$ cat src/rtl/ipend_pkg.sv
package ipend_pkg;

   localparam int unsigned PW = 11;
   typedef logic [PW-1:0] pvec_t;

   localparam int unsigned B_SSIP  = 1;
   localparam int unsigned B_VSSIP = 2;
   localparam int unsigned B_STIP  = 5;
   localparam int unsigned B_VSTIP = 6;
   localparam int unsigned B_SEIP  = 9;
   localparam int unsigned B_VSEIP = 10;

   localparam logic [1:0] PRV_U = 2'd0;
   localparam logic [1:0] PRV_S = 2'd1;
   localparam logic [1:0] PRV_M = 2'd3;

   typedef enum logic [1:0] {VW_M = 2'd0, VW_H = 2'd1, VW_S = 2'd2, VW_VS = 2'd3} view_e;
   typedef enum logic [1:0] {EXC_NONE = 2'd0, EXC_ILL = 2'd1, EXC_VIRT = 2'd2} exc_e;
   typedef enum logic [1:0] {OP_RD = 2'd0, OP_RW = 2'd1, OP_RS = 2'd2, OP_RC = 2'd3} op_e;

   function automatic pvec_t bitv(input int unsigned b);
      return pvec_t'(1) << b;
   endfunction

   localparam pvec_t S_LANE  = bitv(B_SSIP) | bitv(B_STIP) | bitv(B_SEIP);
   localparam pvec_t VS_LANE = bitv(B_VSSIP) | bitv(B_VSTIP) | bitv(B_VSEIP);
   localparam pvec_t STORE_MASK = bitv(B_SSIP) | bitv(B_VSSIP) | bitv(B_STIP)
                                | bitv(B_SEIP) | bitv(B_VSEIP);

   // Visible bits, in the coordinates of the view itself
   function automatic pvec_t view_vis(input view_e v);
      case (v)
         VW_M:    return S_LANE | VS_LANE;
         VW_H:    return VS_LANE;
         default: return S_LANE;
      endcase
   endfunction

   // Writable bits, in the coordinates of the view itself
   function automatic pvec_t view_wr(input view_e v);
      case (v)
         VW_M:    return STORE_MASK;
         VW_H:    return bitv(B_VSSIP) | bitv(B_VSEIP);
         default: return bitv(B_SSIP);
      endcase
   endfunction

   // Views that present the VS lane in supervisor positions
   function automatic logic view_shift(input view_e v);
      return (v == VW_VS);
   endfunction

endpackage

$ cat src/rtl/ipend_decode.sv
module ipend_decode
   import ipend_pkg::*;
#(
   parameter logic [11:0] A_S  = 12'h144,
   parameter logic [11:0] A_VS = 12'h244,
   parameter logic [11:0] A_M  = 12'h344,
   parameter logic [11:0] A_H  = 12'h644
)(
   input  logic        req_i,
   input  logic [11:0] addr_i,
   input  logic [1:0]  priv_i,
   input  logic        virt_i,
   output view_e       view_o,
   output exc_e        exc_o
);

   if (A_S == A_VS || A_S == A_M || A_S == A_H ||
       A_VS == A_M || A_VS == A_H || A_M == A_H) begin : g_addr_clash
      $error("ipend_decode: view addresses must be distinct");
   end

   logic       eff_v;
   logic       hit;
   logic       hyp;
   logic [1:0] min_lvl;

   always_comb begin
      eff_v   = virt_i && (priv_i != PRV_M);
      view_o  = VW_M;
      hit     = 1'b1;
      hyp     = 1'b0;
      min_lvl = PRV_S;
      case (addr_i)
         A_M: begin
            view_o  = VW_M;
            min_lvl = PRV_M;
         end
         A_H: begin
            view_o = VW_H;
            hyp    = 1'b1;
         end
         A_VS: begin
            view_o = VW_VS;
            hyp    = 1'b1;
         end
         A_S: view_o = eff_v ? VW_VS : VW_S;
         default: hit = 1'b0;
      endcase

      if (!req_i)
         exc_o = EXC_NONE;
      else if (!hit)
         exc_o = EXC_ILL;
      else if (eff_v && hyp)
         exc_o = EXC_VIRT;
      else if (priv_i < min_lvl)
         exc_o = (eff_v && addr_i == A_S) ? EXC_VIRT : EXC_ILL;
      else
         exc_o = EXC_NONE;
   end

endmodule

$ cat src/rtl/ipend_view.sv
module ipend_view
   import ipend_pkg::*;
(
   input  view_e view_i,
   input  pvec_t live_i,
   input  pvec_t sw_i,
   output pvec_t rd_o,
   output pvec_t old_o,
   output pvec_t wmask_o,
   output logic  shift_o
);

   pvec_t vis;
   pvec_t wr;

   always_comb begin
      vis     = view_vis(view_i);
      wr      = view_wr(view_i);
      shift_o = view_shift(view_i);
      if (shift_o) begin
         rd_o    = (live_i >> 1) & vis;
         old_o   = (sw_i >> 1) & vis;
         wmask_o = wr << 1;
      end else begin
         rd_o    = live_i & vis;
         old_o   = sw_i & vis;
         wmask_o = wr;
      end
   end

endmodule

$ cat src/rtl/ipend_store.sv
module ipend_store
   import ipend_pkg::*;
#(
   parameter pvec_t MASK = STORE_MASK
)(
   input  logic  clk_i,
   input  logic  rst_ni,
   input  pvec_t we_i,
   input  pvec_t d_i,
   output pvec_t q_o
);

   for (genvar i = 0; i < PW; i++) begin : g_bit
      if (MASK[i]) begin : g_flop
         logic bit_q;
         always_ff @(posedge clk_i or negedge rst_ni) begin
            if (!rst_ni)
               bit_q <= 1'b0;
            else if (we_i[i])
               bit_q <= d_i[i];
         end
         assign q_o[i] = bit_q;
      end else begin : g_tie
         assign q_o[i] = 1'b0;
      end
   end

endmodule

$ cat src/rtl/ipend_csr.sv
module ipend_csr
   import ipend_pkg::*;
#(
   parameter int unsigned XLEN = 32,
   parameter logic [11:0] A_S  = 12'h144,
   parameter logic [11:0] A_VS = 12'h244,
   parameter logic [11:0] A_M  = 12'h344,
   parameter logic [11:0] A_H  = 12'h644
)(
   input  logic            clk_i,
   input  logic            rst_ni,
   input  logic            req_i,
   input  logic [1:0]      op_i,
   input  logic [11:0]     addr_i,
   input  logic [1:0]      priv_i,
   input  logic            virt_i,
   input  logic [XLEN-1:0] wdata_i,
   input  logic            ext_s_i,
   input  logic            tmr_s_i,
   input  logic            ext_vs_i,
   input  logic            tmr_vs_i,
   output logic [XLEN-1:0] rdata_o,
   output logic [1:0]      exc_o
);

   if (XLEN < PW) begin : g_xlen_small
      $error("ipend_csr: XLEN must hold all pending bits");
   end

   view_e view;
   exc_e  exc;
   pvec_t sw_q;
   pvec_t live;
   pvec_t rd_view;
   pvec_t old_view;
   pvec_t wmask;
   pvec_t new_view;
   pvec_t new_full;
   pvec_t we;
   logic  shift;
   logic  wr_en;
   op_e   op;

   assign op = op_e'(op_i);

   ipend_decode #(
      .A_S (A_S),
      .A_VS(A_VS),
      .A_M (A_M),
      .A_H (A_H)
   ) u_decode (
      .req_i (req_i),
      .addr_i(addr_i),
      .priv_i(priv_i),
      .virt_i(virt_i),
      .view_o(view),
      .exc_o (exc)
   );

   always_comb begin
      live          = sw_q;
      live[B_STIP]  = sw_q[B_STIP] | tmr_s_i;
      live[B_SEIP]  = sw_q[B_SEIP] | ext_s_i;
      live[B_VSEIP] = sw_q[B_VSEIP] | ext_vs_i;
      live[B_VSTIP] = tmr_vs_i;
   end

   ipend_view u_view (
      .view_i (view),
      .live_i (live),
      .sw_i   (sw_q),
      .rd_o   (rd_view),
      .old_o  (old_view),
      .wmask_o(wmask),
      .shift_o(shift)
   );

   always_comb begin
      case (op)
         OP_RW:   new_view = wdata_i[PW-1:0];
         OP_RS:   new_view = old_view | wdata_i[PW-1:0];
         OP_RC:   new_view = old_view & ~wdata_i[PW-1:0];
         default: new_view = old_view;
      endcase
      new_full = shift ? (new_view << 1) : new_view;
   end

   assign wr_en = req_i && (exc == EXC_NONE) && (op != OP_RD) &&
                  ((op == OP_RW) || (wdata_i != '0));
   assign we    = wmask & {PW{wr_en}};

   ipend_store #(
      .MASK(STORE_MASK)
   ) u_store (
      .clk_i (clk_i),
      .rst_ni(rst_ni),
      .we_i  (we),
      .d_i   (new_full),
      .q_o   (sw_q)
   );

   assign rdata_o = (req_i && exc == EXC_NONE) ? XLEN'(rd_view) : '0;
   assign exc_o   = exc;

endmodule

$ cat config.mk
export PLATFORM = sky130hd
export DESIGN_NAME = ipend_csr
export DESIGN_NICKNAME = d
export VERILOG_FILES = /design/src/rtl/ipend_pkg.sv /design/src/rtl/ipend_decode.sv /design/src/rtl/ipend_view.sv /design/src/rtl/ipend_store.sv /design/src/rtl/ipend_csr.sv
export SDC_FILE = /design/constraint.sdc
export NUM_CORES = 1
export LEC_CHECK = 0
export BUFFER_PORTS_ARGS = -buffer_cell sky130_fd_sc_hd__buf_4
export CAP_MARGIN = 20
export CORE_MARGIN = 5
export CORE_UTILIZATION = 37
export DETAILED_ROUTE_END_ITERATION = 10
export PLACE_DENSITY = 0.88
export SLEW_MARGIN = 40
export SYNTH_ARGS = -nofsm -noshare
export SYNTH_HDL_FRONTEND = slang
export SYNTH_SLANG_ARGS = --single-unit
$ cat constraint.sdc
create_clock -name clk_i -period 2.8 [get_ports clk_i]
set_clock_uncertainty 0.2 [all_clocks]
set_input_delay 0.42 -clock clk_i [delete_from_list [all_inputs] [get_ports clk_i]]
set_output_delay 0.42 -clock clk_i [all_outputs]
set_load 0.05 [all_outputs]
# After elaboration in Yosys (flattened, before gate mapping)
# Cells that the tools add are included.
# classes
n_lt_le_gt_ge,1
eq_ne,10
muxes,18
bitwise_logic,11
reduce_logical,13
# op_table
cell,count
11-bit 2-to-1 mux,5
11-bit AND,4
11-bit case mux with 2 select lines,2
11-bit case mux with 3 select lines,1
32-bit nonzero test,1
"12-bit by 10-bit == test with 1-bit output, second input constant",2
10-bit by 11-bit AND with 11-bit output,2
"12-bit by 11-bit == test with 1-bit output, second input constant",1
"12-bit by 9-bit == test with 1-bit output, second input constant",1
2-bit 2-to-1 mux,6
11-bit NOT,1
11-bit bitwise OR,1
"2-bit == test, second input constant",3
1-bit logical AND,6
2-bit case mux with 3 select lines,1
"2-bit by 1-bit == test with 1-bit output, second input constant",2
2-bit logical NOT,2
4-bit OR reduction,1
1-bit 2-to-1 mux,3
1-bit bitwise OR,3
2-bit < comparator,1
"2-bit != test, second input constant",1
2-bit nonzero test,1
2-bit OR reduction,1
1-bit logical OR,1
# word_totals
regBits,5
input_bits,56
word_cells,58

# Longest topological paths before layout
# logic_depth
ltp_word,13
mapped_depth,11
mapped_depth_nobuf,10

# Hierarchy
# A second synthesis with hierarchy kept.
# unflattened
hier_cells,202
area_unflattened_um2,1585.3
# modules_own_cells
mod,n_inst,cells_each,area_per_inst_um2
ipend_csr,1,120,853.3
ipend_store,1,22,286.5
ipend_view,1,37,282.8
ipend_decode,1,23,162.7

# Least setup slack after synthesis
# Ideal clock, no wire load.
# synth_timing
path_kind,input port to output port
start,input port addr_i[3]
end,output port rdata_o[5]
arrival_ns,2.998
required_time_ns,2.180
path_slack_ns,-0.818
path_stages,9
cell_sequence,nor4b_2 and3_1 buf_6 nand4b_1 ha_1 a21oi_1 a21oi_1 nand4b_4 a211oi_1
# synth_between
elab_chain_cells,10
# synth_rtl
element,line,rtl
"start, declared",ipend_csr.sv:14,"input logic [11:0] addr_i,"
12-bit by 10-bit == test with 1-bit output (tied with other cells),ipend_decode.sv:33,case (addr_i)
2-bit 2-to-1 mux (tied with other cells),ipend_decode.sv:33,
2-bit < comparator (tied with other cells),ipend_decode.sv:56,else if (priv_i < min_lvl)
2-bit 2-to-1 mux / 1-bit logical AND (equally long branches),"ipend_decode.sv:56, ipend_decode.sv:54",
2-bit 2-to-1 mux,ipend_decode.sv:54,else if (eff_v && hyp)
2-bit 2-to-1 mux,ipend_decode.sv:52,else if (!hit)
2-bit 2-to-1 mux,ipend_decode.sv:50,if (!req_i)
2-bit logical NOT,ipend_csr.sv:102,assign rdata_o = (req_i && exc == EXC_NONE) ? XLEN'(rd_view) : '0;
1-bit logical AND,ipend_csr.sv:102,
11-bit 2-to-1 mux *,ipend_csr.sv:102,
"end, declared",ipend_csr.sv:22,"output logic [XLEN-1:0] rdata_o,"
# Mark *: on every way between the ends. The rest lies on a longest branch, timed or not.

# Final worst setup path
# layout_timing
start,input port addr_i[5]
end,output port rdata_o[5]
# The elaborated chain is that of the path after synthesis.

==> qor.csv <==
stage,metric,value,unit
run_status,outcome,finished with violations,
run_status,violated checks,setup timing,
pwr,overall power,362.5,uW
drt,Vias per Instance,5.144,
placed_design,HPWL after DPL,2.696,mm
setup_path,Buf/Inv on CP,3,
logic_synthesis,synthesized instance count,131,
logic_synthesis,synthesized area,974.7,sq um
drt,# DRC,0,
logic_synthesis,Yosys warning count,0,
global_route,largest net degree at the start of global routing,11,
setup_path,critical path's slowest cell,ha_1,
placed_design,area post-placement,1495,sq um
clock_network,clk_lat worst skew,0.24,ns
global_route,first-pass GRT wire length,4.719,mm
pwr,PD cells,219.0,nW/um^2
layout,Final Cell Area,1655,sq um
logic_synthesis,ys async rst share,100.0,%
min_path,Hold Crit Class,in2reg,
global_route,vias in the first global route,1054,
setup_path,crit path launch type,input pin,
floorplan,row cnt,18,
floorplan,Core Region,2500,sq um
clock_network,CTS H-Tree Depth,1,
clock_network,CTS root buf,clkbuf_4,
logic_synthesis,"Seq/Total Area, Yosys",12.84,%
logic_synthesis,post-synth top area share,20.03,%
sta,final setup vio count,8,
drt,Routed WL per cell,14.01,um
global_route,M1 GR Usage,20.91,%
floorplan,Die Span Y,61.33,um
drt,final WL,3.307,mm
clock_network,Clock Sinks,5,
clock_network,CTS buffer count,3,
clock_network,clk buf depth,2,
global_route,met3 usage,2.516,%
sta,final slew viol count,0,
sta,Min Hold Slack,0.2899,ns
pwr,P_leak,0.7816,nW
floorplan,Die Wd,61.33,um
layout,number of flip-flops in the largest register,5,
global_route,initial antenna violation count,0,
setup_path,Worst Path Required,2.18,ns
drt,routed vias,1214,
logic_synthesis,"EDFF count, synth",0,
global_route,GRT overflow,0,
placed_design,Port-buffer cells,63,
layout,largest registers,u_store.g_bit.g_flop.bit_q x5,
layout,Area Growth Syn to Fin,69.83,%
drt,drt pass-1 iters,4,
setup_path,cell breakdown of the critical path,buf_6 > nor4b_4 > and3_4 > nand4b_1 > ha_1 > a21oi_2 > a21oi_2 > nand4b_4 > buf_6 > a211oi_4 > buf_6,
floorplan,initial core utilization,38.99,%
layout,fin nets,264,
layout,final design utilization,66.22,%
layout,largest reg by FF count,u_store.g_bit.g_flop.bit_q,
setup_path,"Max FO, Critical Path",3,
setup_path,CP peak stage delay,0.29,ns
sta,RSZ-0062 raised after global routing,yes,
floorplan,IO Pins,90,
setup_path,WP data arrival,2.28,ns
clock_network,Worst-path clk slew,0.04,ns
setup_path,Setup CP Type,in2out,
layout,Fillers,210,
global_route,GRT Util Overall,16.63,%
placed_design,GP Congestion,0.9119,
sta,TNS Setup,-0.4272,ns
logic_synthesis,Seq cells post-synth,5,
logic_synthesis,synthesized area per cell,7.440,sq um
logic_synthesis,Synth area leaders,"buf_4 (20%), dfrtp_1 (13%), nand2_1 (4.2%), a21oi_1 (4.1%), o21ai_0 (4.1%)",
global_route,GRT met2 Usage,28.55,%
drt,final antenna-violating net count,0,
clock_network,CTS tree,done,
placed_design,"worst slack, placed",-0.2109,ns
global_route,layer with the highest usage,met2,
setup_path,critical path's most frequent cell,buf_6,
pwr,worst vdd ir,0.0002211,V
setup_path,CP top delay family,simple AND/OR/NAND/NOR gates,
flow_run,max_cap viols,0,
setup_path,crit path capture type,primary output,
layout,share of layout cells above drive strength 1,50.49,%
sta,Final Cycle Share,103.4,%
logic_synthesis,Yosys top cell by area,buf_4,
layout,n_diodes,0,
logic_synthesis,Unique masters post-synth,49,
placed_design,Placed Cells,227,
sta,fin crit period,2.896,ns
layout,fin cells,236,
sta,setup ws final,-0.09552,ns
drt,DR iter-0 viols,39,
sta,Fmax,345.4,MHz
logic_synthesis,top_reg_cell synth,dfrtp_1,
sta,Final Hold Vio Count,0,
floorplan,die area,3761,sq um
[worst register-to-register path: cells and delay by family (launching register included)]
kind            cells  cell delay [ns]
flops               1             0.40
mux                 1             0.25
compound gates      3             0.47
[cells in the mapped netlist, types with 3 or more instances]
cell type	n
buf_4	26
nand2_1	11
a21oi_1	8
o21ai_0	8
nor3_1	7
nor4_1	6
dfrtp_1	5
nand3_1	5
nor2_1	5
a211oi_1	3
inv_1	3
nor2b_1	3
[final timing paths]
path	cells past startpoint	start	slack, ns	end
worst max-delay path	11	addr_i[5]	-0.1	rdata_o[5]
worst min-delay path	2	wdata_i[1]	0.29	u_store.g_bit[1].g_flop.bit_q
worst max register to register	4	u_store.g_bit[5].g_flop.bit_q	1.36	u_store.g_bit[5].g_flop.bit_q
worst min register to register	2	u_store.g_bit[9].g_flop.bit_q	0.31	u_store.g_bit[9].g_flop.bit_q
max in group asynchronous	2	rst_ni	1.98	u_store.g_bit[2].g_flop.bit_q
min in group asynchronous	2	rst_ni	0.32	u_store.g_bit[10].g_flop.bit_q
[where the power goes]
| group | internal, mW | leakage [nW] | switching (mW) |
|---|---|---|---|
| sequential | 0.0729 | 0.0698 | 0.000334 |
| clock | 0.0537 | 0.0150 | 0.0265 |
| combinational | 0.0768 | 0.697 | 0.132 |
[cell usage in the layout (no fill, tap or decap), drive strengths merged, types with 2 or more instances in the layout]
master / count
buf: 75
conb: 26
nand2: 11
o21ai: 8
a21oi: 8
nor3: 8
nor4: 6
nand3: 5
dfrtp: 5
nor2: 5
clkbuf: 4
inv: 3
nor2b: 3
a211oi: 3
and2: 3
xnor2: 2
mux2: 2
nand4b: 2
or3: 2
[per-layer routing]
layer	wire length (um)	vias up
met4	40	0
met3	506	4
met1	1095	545
met2	1665	79
li1	-	586
met5	0	-
[final cells by class]
type                    instances  area [sq um]  share of cell area, %
multi-input cells             118         825.8                  49.89
repair buffers                 76         629.4                  38.02
flip-flops and latches          5         125.1                  7.559
inverters                       3         11.26                 0.6803
clock buffers                   4         26.28                  1.587
well taps                      30         37.54                  2.268
[what timing repair did]
| item | CTS | global route |
|---|---|---|
| resized for setup | 15 | 10 |
| buffers inserted | 2 | 2 |
| hold endpoints to repair | 5 | 0 |
| pin swaps | 6 | 5 |
| hold buffers | 1 | 0 |
| endpoints found under the setup margin | 6 | 13 |
[kinds of logic after synthesis]
kind of cell | synth area share, %
DFF | 12.84
other | 0.3847
buffers and inverters | 23.75
xor gates and xnor gates | 2.696
AOI/OAI and AO/OA | 25.29
adders and majority gates | 1.283
muxes | 2.310
and+or+nand+nor | 31.45
Power figures use the tool's default switching activity.
